## src/rtl/dmc_pkg.sv

```systemverilog
package dmc_pkg;
  typedef enum logic [1:0] {
    ST_IDLE  = 2'd0,
    ST_FETCH = 2'd1,
    ST_RESP  = 2'd2
  } fill_state_e;
endpackage

```

## src/rtl/dmc_addr_split.sv

```systemverilog
module dmc_addr_split #(
  parameter int ADDR_W = 16,
  parameter int IDX_W  = 4,
  parameter int OFF_W  = 2,
  localparam int TAG_W = ADDR_W - IDX_W - OFF_W
) (
  input  logic [ADDR_W-1:0] addr_i,
  output logic [TAG_W-1:0]  tag_o,
  output logic [IDX_W-1:0]  idx_o,
  output logic [OFF_W-1:0]  off_o
);
  assign off_o = addr_i[OFF_W-1:0];
  assign idx_o = addr_i[OFF_W+IDX_W-1:OFF_W];
  assign tag_o = addr_i[ADDR_W-1:OFF_W+IDX_W];
endmodule

```

## src/rtl/dmc_line_store.sv

```systemverilog
module dmc_line_store #(
  parameter int IDX_W  = 4,
  parameter int TAG_W  = 10,
  parameter int LINE_W = 32,
  localparam int LINES = 1 << IDX_W
) (
  input  logic              clk_i,
  input  logic              rst_ni,
  input  logic [IDX_W-1:0]  rd_idx_i,
  output logic              rd_valid_o,
  output logic [TAG_W-1:0]  rd_tag_o,
  output logic [LINE_W-1:0] rd_line_o,
  input  logic              fill_en_i,
  input  logic [IDX_W-1:0]  fill_idx_i,
  input  logic [TAG_W-1:0]  fill_tag_i,
  input  logic [LINE_W-1:0] fill_line_i
);
  logic [LINES-1:0]  valid_q;
  logic [TAG_W-1:0]  tag_q  [LINES];
  logic [LINE_W-1:0] data_q [LINES];

  always_ff @(posedge clk_i or negedge rst_ni) begin
    if (!rst_ni)        valid_q <= '0;
    else if (fill_en_i) valid_q[fill_idx_i] <= 1'b1;
  end

  // tag and data need no reset: gated by valid
  always_ff @(posedge clk_i) begin
    if (fill_en_i) begin
      tag_q[fill_idx_i]  <= fill_tag_i;
      data_q[fill_idx_i] <= fill_line_i;
    end
  end

  assign rd_valid_o = valid_q[rd_idx_i];
  assign rd_tag_o   = tag_q[rd_idx_i];
  assign rd_line_o  = data_q[rd_idx_i];

  for (genvar g = 0; g < LINES; g++) begin : g_vchk
    assert_valid_only_on_fill_R2: assert property (@(posedge clk_i) disable iff (!rst_ni)
      $rose(valid_q[g]) |-> ($past(fill_en_i) && $past(fill_idx_i) == IDX_W'(g)));
  end
endmodule

```

## src/rtl/dmc_byte_sel.sv

```systemverilog
module dmc_byte_sel #(
  parameter int OFF_W = 2,
  localparam int BYTES  = 1 << OFF_W,
  localparam int LINE_W = 8 * BYTES
) (
  input  logic [LINE_W-1:0] line_i,
  input  logic [OFF_W-1:0]  off_i,
  output logic [7:0]        byte_o
);
  logic [7:0] lane [BYTES];
  for (genvar g = 0; g < BYTES; g++) begin : g_lane
    assign lane[g] = line_i[8*g +: 8];
  end
  assign byte_o = lane[off_i];
endmodule

```

## src/rtl/dmc_miss_ctrl.sv

```systemverilog
module dmc_miss_ctrl
  import dmc_pkg::*;
#(
  parameter int ADDR_W = 16,
  parameter int IDX_W  = 4,
  parameter int OFF_W  = 2,
  localparam int TAG_W = ADDR_W - IDX_W - OFF_W
) (
  input  logic              clk_i,
  input  logic              rst_ni,
  input  logic              miss_i,
  input  logic [TAG_W-1:0]  tag_i,
  input  logic [IDX_W-1:0]  idx_i,
  input  logic [OFF_W-1:0]  off_i,
  input  logic              mem_rvalid_i,
  output logic              stall_o,
  output logic              mem_req_o,
  output logic [ADDR_W-1:0] mem_addr_o,
  output logic              fill_en_o,
  output logic              resp_o,
  output logic [TAG_W-1:0]  sv_tag_o,
  output logic [IDX_W-1:0]  sv_idx_o,
  output logic [OFF_W-1:0]  sv_off_o
);
  fill_state_e state_q, state_d;
  logic [TAG_W-1:0] tag_q;
  logic [IDX_W-1:0] idx_q;
  logic [OFF_W-1:0] off_q;

  always_comb begin
    state_d = state_q;
    unique case (state_q)
      ST_IDLE:  if (miss_i) state_d = ST_FETCH;
      ST_FETCH: if (mem_rvalid_i) state_d = ST_RESP;
      ST_RESP:  state_d = ST_IDLE;
      default:  state_d = ST_IDLE;
    endcase
  end

  always_ff @(posedge clk_i or negedge rst_ni) begin
    if (!rst_ni) begin
      state_q <= ST_IDLE;
      tag_q   <= '0;
      idx_q   <= '0;
      off_q   <= '0;
    end else begin
      state_q <= state_d;
      if (state_q == ST_IDLE && miss_i) begin
        tag_q <= tag_i;
        idx_q <= idx_i;
        off_q <= off_i;
      end
    end
  end

  assign stall_o    = state_q != ST_IDLE;
  assign mem_req_o  = state_q == ST_FETCH;
  assign fill_en_o  = (state_q == ST_FETCH) && mem_rvalid_i;
  assign resp_o     = state_q == ST_RESP;
  assign mem_addr_o = {tag_q, idx_q, {OFF_W{1'b0}}};
  assign sv_tag_o   = tag_q;
  assign sv_idx_o   = idx_q;
  assign sv_off_o   = off_q;

  assert_fetch_hold_R4: assert property (@(posedge clk_i) disable iff (!rst_ni)
    (mem_req_o && !mem_rvalid_i) |=> (mem_req_o && $stable(mem_addr_o)));
  assert_ignore_in_stall_R8: assert property (@(posedge clk_i) disable iff (!rst_ni)
    (stall_o && !fill_en_o) |=> $stable(mem_addr_o));
endmodule

```

## src/rtl/dmc_read_cache.sv

```systemverilog
module dmc_read_cache #(
  parameter int ADDR_W = 16,
  parameter int IDX_W  = 4,
  parameter int OFF_W  = 2,
  localparam int TAG_W  = ADDR_W - IDX_W - OFF_W,
  localparam int LINE_W = 8 << OFF_W
) (
  input  logic              clk_i,
  input  logic              rst_ni,
  input  logic              rd_req_i,
  input  logic [ADDR_W-1:0] rd_addr_i,
  output logic              rd_stall_o,
  output logic              rd_valid_o,
  output logic              rd_hit_o,
  output logic [7:0]        rd_data_o,
  output logic              mem_req_o,
  output logic [ADDR_W-1:0] mem_addr_o,
  input  logic              mem_rvalid_i,
  input  logic [LINE_W-1:0] mem_rdata_i
);
  logic [TAG_W-1:0]  req_tag, sv_tag, lk_tag;
  logic [IDX_W-1:0]  req_idx, sv_idx, lk_idx;
  logic [OFF_W-1:0]  req_off, sv_off, lk_off;
  logic              lk_valid, accept, hit, miss, fill_en, resp;
  logic [LINE_W-1:0] lk_line;

  dmc_addr_split #(.ADDR_W(ADDR_W), .IDX_W(IDX_W), .OFF_W(OFF_W)) u_split (
    .addr_i(rd_addr_i), .tag_o(req_tag), .idx_o(req_idx), .off_o(req_off)
  );

  // completion cycle reads the freshly filled line
  assign lk_idx = resp ? sv_idx : req_idx;
  assign lk_off = resp ? sv_off : req_off;

  dmc_line_store #(.IDX_W(IDX_W), .TAG_W(TAG_W), .LINE_W(LINE_W)) u_store (
    .clk_i(clk_i), .rst_ni(rst_ni),
    .rd_idx_i(lk_idx), .rd_valid_o(lk_valid), .rd_tag_o(lk_tag), .rd_line_o(lk_line),
    .fill_en_i(fill_en), .fill_idx_i(sv_idx), .fill_tag_i(sv_tag), .fill_line_i(mem_rdata_i)
  );

  dmc_byte_sel #(.OFF_W(OFF_W)) u_sel (
    .line_i(lk_line), .off_i(lk_off), .byte_o(rd_data_o)
  );

  assign accept = rd_req_i && !rd_stall_o;
  assign hit    = accept && lk_valid && (lk_tag == req_tag);
  assign miss   = accept && !hit;

  dmc_miss_ctrl #(.ADDR_W(ADDR_W), .IDX_W(IDX_W), .OFF_W(OFF_W)) u_ctrl (
    .clk_i(clk_i), .rst_ni(rst_ni),
    .miss_i(miss), .tag_i(req_tag), .idx_i(req_idx), .off_i(req_off),
    .mem_rvalid_i(mem_rvalid_i),
    .stall_o(rd_stall_o), .mem_req_o(mem_req_o), .mem_addr_o(mem_addr_o),
    .fill_en_o(fill_en), .resp_o(resp),
    .sv_tag_o(sv_tag), .sv_idx_o(sv_idx), .sv_off_o(sv_off)
  );

  assign rd_valid_o = hit || resp;
  assign rd_hit_o   = hit;

  assert_block_addr_R1: assert property (@(posedge clk_i) disable iff (!rst_ni)
    mem_req_o |-> (mem_addr_o[OFF_W-1:0] == '0));
  assert_hit_no_fetch_R3: assert property (@(posedge clk_i) disable iff (!rst_ni)
    (rd_valid_o && rd_hit_o) |-> !mem_req_o);
  assert_stall_after_req_R4: assert property (@(posedge clk_i) disable iff (!rst_ni)
    $rose(rd_stall_o) |-> $past(rd_req_i));
  assert_fill_resp_R5: assert property (@(posedge clk_i) disable iff (!rst_ni)
    (mem_req_o && mem_rvalid_i) |=> (rd_valid_o && !rd_hit_o && rd_stall_o));
  assert_spurious_ignored_R9: assert property (@(posedge clk_i) disable iff (!rst_ni)
    (!mem_req_o && mem_rvalid_i && !rd_req_i) |=> !rd_valid_o);
endmodule

```

## config.mk

```make
export PLATFORM = sky130hd
export DESIGN_NAME = dmc_read_cache
export DESIGN_NICKNAME = d
export VERILOG_FILES = /design/src/rtl/dmc_pkg.sv /design/src/rtl/dmc_addr_split.sv /design/src/rtl/dmc_line_store.sv /design/src/rtl/dmc_byte_sel.sv /design/src/rtl/dmc_miss_ctrl.sv /design/src/rtl/dmc_read_cache.sv
export SDC_FILE = /design/constraint.sdc
export NUM_CORES = 1
export LEC_CHECK = 0
export BUFFER_PORTS_ARGS = -buffer_cell sky130_fd_sc_hd__clkbuf_2
export CAP_MARGIN = 25
export CELL_PAD_IN_SITES_DETAIL_PLACEMENT = 1
export CELL_PAD_IN_SITES_GLOBAL_PLACEMENT = 1
export CORE_MARGIN = 3
export CORE_UTILIZATION = 55
export DETAILED_ROUTE_END_ITERATION = 16
export GPL_ROUTABILITY_DRIVEN = 0
export PLACE_DENSITY_LB_ADDON = 0.25
export SETUP_SLACK_MARGIN = 0.2
export SLEW_MARGIN = 0
export SYNTH_ARGS = -nofsm -noshare
export SYNTH_HDL_FRONTEND = slang
export SYNTH_HIERARCHICAL = 1
export SYNTH_SLANG_ARGS = --single-unit
```

## constraint.sdc

```tcl
create_clock -name clk_i -period 5.8 [get_ports clk_i]
set_input_delay 1.16 -clock clk_i [delete_from_list [all_inputs] [get_ports clk_i]]
set_output_delay 1.16 -clock clk_i [all_outputs]
set_load 0.01 [all_outputs]
```

==> out/results.ini, run 1 <==
[timing]
setup_viol_count_final = 0
fin_skew_ps = 24.1
tns_ps = 0
rsz0062_at_grt = no
finalHoldViolCount = 0
period_needed_ps = 5240
worst_pin_slew_ps = 1040
drv_slew = 0
period_share_pct = 90.3
fmaxAchievable_mhz = 191
slew_headroom_pct = 30.3

[routing]
routed_wl_microns = 66000
wire_per_inst_microns = 32.7
vias_per_cell = 6.43
drt_first_iter_violations = 1417
antenna_left = 0
firstDrtPassIters = 7
dr_total_vias = 12990
drc = 0

[clock_network]
postCtsSetupBuffers = 0
htreeDepth = 3
cts_sinks = 706
clk_pin_slew_ps = 60
clock_tree.root_cell = clkbuf_16
cts_tree = yes
insertion_delay_ps = 600
cts_resized = 0
cts_buffer_depth = 3
cts_hold_buf = 0
cts_buffers = 71

[floorplan]
core-area_sq_um = 48200
rows = 80
die_w_microns = 228
initial_utilization_pct = 56.3
die_y_microns = 228
ios = 80
die-area_sq_um = 52100

[power_and_ir_drop]
ir_worst_vdd_v = 0.000292
p_per_area_nw_per_um2 = 423
leakage_nw = 9.99

[cells_and_area]
drive_gt1_share_pct = 33.8
area_growth_pct = 13.1
final.fill_count = 3864
fin_area_sq_um = 30700
nNetsFinal = 1360

[synthesis]
netlist_instances = 1199
ys_seq_area_share_pct = 77.5
yosysMostFrequentCell = edfxtp_1
ys_types = 29
synth_edf_count = 672
yosysWarnings = 6
synth_flop_cell = edfxtp_1
synth_top_area_share_pct = 74.3
synth_area_leaders = edfxtp_1 (74%), mux4_2 (15%), dfrtp_1 (3.1%)
synth_top_cell_by_area = edfxtp_1
synth.avg_cell_area_sq_um = 22.6
syn_area_sq_um = 27100
synth-seq-cells = 706
synth-async-reset-ratio_pct = 4.82
yosys-top-cells-count = edfxtp_1 (672), mux4_2 (180), a22oi_1 (86)

[worst_setup_path]
endpoint_kind = primary output
worstPathArrival_ps = 4080
crit_required_ps = 4640
reg2reg_setup_slack_ps = 1300
rr_startpoint = u_ctrl/state_q[0]
r2r-end = u_ctrl/sv_tag_o[9]
cp-start-kind = flip-flop
worstSetupPathType = flip-flop to primary output
crit_fanout = 51
worst_r2r_path_depth = 15

[worst_hold_path]
min_from = u_store/valid_q[9]
hold_path_depth = 1
min_to = u_store/valid_q[9]
hold_class = flip-flop to flip-flop

[global_routing]
antenna_found_initial = 13
grt_pass1_vias = 13744
gr-total-overflow = 0
grt_pass1_wl_microns = 96500
grt_max_degree = 55
grtUsageTotal_pct = 25.8

[placed_design]
port-buffer-count = 77
hpwl_microns = 35800
place_area_sq_um = 28400

[status]
status = finished clean

[job]
max_cap_violations = 0

cell type report:
class	count	area (sq um)	area share (%)
Clock inverter	27	274	0.892
Multi-Input combinational cell	401	5710	18.6
Timing Repair Buffer	128	942	3.07
Sequential cell	706	21000	68.5
Antenna cell	4	10.0	0.0326
Tap cell	656	821	2.67
Clock buffer	97	1930	6.27
kinds of logic after synthesis:
kind of cell | Yosys count | synth area share [%]
multiplexers | 202 | 15.8
flip-flops | 706 | 77.5
AO/OA/AOI/OAI | 87 | 2.41
buffers and inverters | 93 | 2.12
other | 1 | 0.0138
AND/OR/NAND/NOR | 100 | 1.81
XOR/XNOR | 10 | 0.323
placed cells by master, fill, tap and decap left out, drive strengths merged:
cell / synthesis / routed
and4: 1 / 1
buf: 65 / 51
nor2: 15 / 15
dfrtp: 34 / 34
nor3b: 1 / 1
nand3: 1 / 1
clkbuf: 28 / 174
and2b: 1 / 1
inv: 0 / 1
nand2b: 3 / 3
nand2: 44 / 44
xor2: 10 / 10
diode: 0 / 4
or2: 18 / 18
a211oi: 1 / 1
nand3b: 2 / 2
mux2: 22 / 22
conb: 1 / 2
nor2b: 3 / 3
a22oi: 86 / 86
nor4: 2 / 2
edfxtp: 672 / 672
bufinv: 0 / 5
or3b: 1 / 1
and2: 3 / 3
mux4: 180 / 180
clkinv: 0 / 21
nor3: 5 / 5
power by group:
group	leakage [nW]	switching [mW]	internal [mW]	total, mW
logic	2.45	1.24	0.979	2.22
clock network	1.07	1.85	2.55	4.39
registers	6.46	0.294	6.08	6.37
total	9.99	3.38	9.61	13.0
worst max-delay path by stage:
stage                            startpoint              endpoint  slack [ps]  cells after the start
after global placement         rd_addr_i[2]          rd_data_o[7]         760                      9
after CTS                 u_ctrl/state_q[0]            rd_valid_o         460                     11
after floorplan                mem_rvalid_i  u_store/data_q[0][0]         590                      3
final                     u_ctrl/state_q[0]          rd_data_o[5]         560                      9
after detailed placement       rd_addr_i[2]            rd_valid_o         650                     11
after global routing      u_ctrl/state_q[0]            rd_valid_o         280                     11
stage by stage:
step           instances  setup slack (ps)  utilization, %  hold slack, ps  total power, mW
4_1_cts             2011               457            63.5             473             13.1
3_3_place_gp        1885               763            58.8             446             8.59
6_report            2019               565            63.7             471             13.0
3_5_place_dp        1887               645            58.9             456             8.70
2_1_floorplan       1200               589               -             434             7.88
5_1_grt             2017               277            63.6             493             13.5
sequential cells by signal, indices dropped and copies added, names as in the netlist:
signal,flops
u_ctrl/state_q,2
u_ctrl/sv_idx_o,4
u_ctrl/sv_off_o,2
u_ctrl/sv_tag_o,10
u_store/data_q,512
u_store/tag_q,160
u_store/valid_q,16
routing by layer:
metal	track usage, %	vias up	wire (microns)
met5	0	-	90
met4	7.95	14	1830
met3	7.01	123	5660
met2	40.7	615	32200
met1	35.9	7004	26200
li1	-	5234	-
critical path: stages (launching register included):
cell and delay [ps]:
dfrtp_1 460, and2b_1 250, buf_4 190, mux2_8 540, buf_4 520, mux4_2 430
a22oi_1 220, nand2_1 120, mux4_2 520, clkbuf_2 160
No activity file was read; power rests on OpenSTA's default activity.
==> run 2: changes to the inputs <==
--- a/config.mk
+++ b/config.mk
@@ -14,6 +14,7 @@
 export DETAILED_ROUTE_END_ITERATION = 16
 export GPL_ROUTABILITY_DRIVEN = 0
 export PLACE_DENSITY_LB_ADDON = 0.25
+export RECOVER_POWER = 50
 export SETUP_SLACK_MARGIN = 0.2
 export SLEW_MARGIN = 0
 export SYNTH_ARGS = -nofsm -noshare
==> out/results.ini, run 2 (same netlist as run 1, synthesis figures left out) <==
[timing]
setup_viol_count_final = 0  ; unchanged
period_needed_ps = 5270  ; was 5240 ps
setup_ws_ps = 530  ; was 565 ps
fmaxAchievable_mhz = 190  ; was 191 MHz
finalHoldViolCount = 0  ; unchanged
period_share_pct = 90.9  ; was 90.3%
worst_pin_slew_ps = 1110  ; was 1040 ps
fin_skew_ps = 24.9  ; was 24.1 ps
slew_headroom_pct = 26.3  ; was 30.3%
rsz0062_at_grt = no  ; unchanged
drv_slew = 0  ; unchanged
tns_ps = 0  ; unchanged

[clock_network]
postCtsSetupBuffers = 0  ; unchanged
cts_sinks = 706  ; unchanged
htreeDepth = 3  ; unchanged
clk_pin_slew_ps = 60  ; about the same
cts_hold_buf = 0  ; unchanged
cts_resized = 0  ; unchanged
cts_buffer_depth = 3  ; unchanged
clock_tree.root_cell = clkbuf_16  ; unchanged
insertion_delay_ps = 600  ; about the same
cts_buffers = 71  ; unchanged
cts_tree = yes  ; unchanged

[cells_and_area]
multi_input_area_sq_um = 5670  ; was 5710 sq um
area_growth_pct = 12.8  ; was 13.1%
regArea_sq_um = 21000  ; unchanged
final_common_cell = edfxtp_1  ; unchanged
reg_top3 = u_store/data_q (512), u_store/tag_q (160), u_store/valid_q (16)  ; unchanged
drive_gt1_share_pct = 31.0  ; was 33.8%
layout.cells.most_common_list = edfxtp_1 (672), mux4_2 (180), a22oi_1 (86)  ; unchanged
top_register = u_store/data_q  ; unchanged
nNetsFinal = 1360  ; unchanged
largest_register_ffs = 512  ; unchanged
final.fill_count = 3890  ; was 3864
fin_area_sq_um = 30600  ; was 30700 sq um
final_cells = 2020  ; was 2019

[floorplan]
die_y_microns = 228  ; unchanged
die_w_microns = 228  ; unchanged
core-area_sq_um = 48200  ; unchanged
initial_utilization_pct = 56.3  ; unchanged
die-area_sq_um = 52100  ; unchanged
ios = 80  ; unchanged
rows = 80  ; unchanged

[placed_design]
place_ws_ps = 645  ; unchanged
port-buffer-count = 77  ; unchanged
place_inst = 1887  ; unchanged
hpwl_microns = 35800  ; unchanged
place_area_sq_um = 28400  ; unchanged

[global_routing]
antenna_found_initial = 13  ; unchanged
grtUsageTotal_pct = 25.8  ; unchanged
gr-total-overflow = 0  ; unchanged
grt_pass1_vias = 13744  ; unchanged
grt_pass1_wl_microns = 96500  ; unchanged
grt_max_degree = 55  ; unchanged

[worst_setup_path]
worstSetupPathType = flip-flop to primary output  ; unchanged
crit_fanout = 51  ; unchanged
cp-start-kind = flip-flop  ; unchanged
worstPathArrival_ps = 4110  ; was 4080 ps
crit_required_ps = 4640  ; about the same
endpoint_kind = primary output  ; unchanged

[power_and_ir_drop]
ir_worst_vdd_v = 0.000289  ; was 0.000292 V
power.total_mw = 13.0  ; about the same
p_per_area_nw_per_um2 = 424  ; was 423 nW/um^2
leakage_nw = 9.87  ; was 9.99 nW

[worst_hold_path]
hold_class = flip-flop to flip-flop  ; unchanged

[routing]
dr_total_vias = 12978  ; about the same
antenna_left = 0  ; unchanged
routed_wl_microns = 65900  ; was 66000 microns
drc = 0  ; unchanged
drt_first_iter_violations = 1380  ; was 1417
firstDrtPassIters = 5  ; was 7
vias_per_cell = 6.42  ; was 6.43
wire_per_inst_microns = 32.6  ; was 32.7 microns

[job]
max_cap_violations = 0  ; unchanged

[status]
status = finished clean  ; unchanged

run 2: changes by cell type in the layout (fill, tap and decap cells not counted), sizes merged:
cell	before	now
buf	51	50
diode	4	5
clkbuf	174	175
run 2: worst max-delay path, stage by stage (launching register included):
cell and delay (ps):
dfrtp_1 460, and2b_1 250, buf_4 190, mux2_8 540, buf_4 530, mux4_2 430, a22oi_1 230, nand2_1 130
mux4_2 520, clkbuf_2 160
run 2: cell type report:
| cell class | instances | area share [%] |
|---|---|---|
| Antenna cell | 5 | 0.0409 |
| Clock buffer | 97 | 6.29 |
| Clock inverter | 27 | 0.895 |
| Multi-Input combinational cell | 401 | 18.5 |
| Sequential cell | 706 | 68.7 |
| Tap cell | 656 | 2.68 |
| Timing Repair Buffer | 128 | 2.87 |
run 2: final timing paths:
kind	start	end	slack, ps	depth (start not counted)
worst max-delay path	u_ctrl/state_q[0]	rd_data_o[5]	530	9
worst min register to register	u_store/valid_q[9]	u_store/valid_q[9]	470	1
worst max register to register	u_ctrl/state_q[0]	u_ctrl/sv_tag_o[9]	1280	15
max in group asynchronous	rst_ni	u_store/valid_q[11]	3550	2
worst min-delay path	u_store/valid_q[9]	u_store/valid_q[9]	470	1
min in group asynchronous	rst_ni	u_ctrl/sv_idx_o[1]	710	1
run 2: through the flow:
stage                     hold WS [ps]  utilization (%)
after detailed placement           456             58.9
after global placement             446             58.8
after CTS                          473             63.5
after global routing               493             63.4
after floorplan                    434                -
final                              471             63.4
run 2: layer usage:
layer  up-vias  GRT usage (%)  wire length (microns)
met1      7047           35.9                  26500
met2       564           40.7                  32200
met4        12           7.95                   1780
met5         -              0                     76
li1       5240              -                      -
met3       115           7.01                   5300
run 2: power by group:
| part | internal, mW | total (mW) | switching [mW] |
|---|---|---|---|
| Sequential | 6.08 | 6.37 | 0.294 |
| Clock | 2.55 | 4.40 | 1.85 |
| Combinational | 0.973 | 2.21 | 1.23 |
| Total | 9.60 | 13.0 | 3.37 |
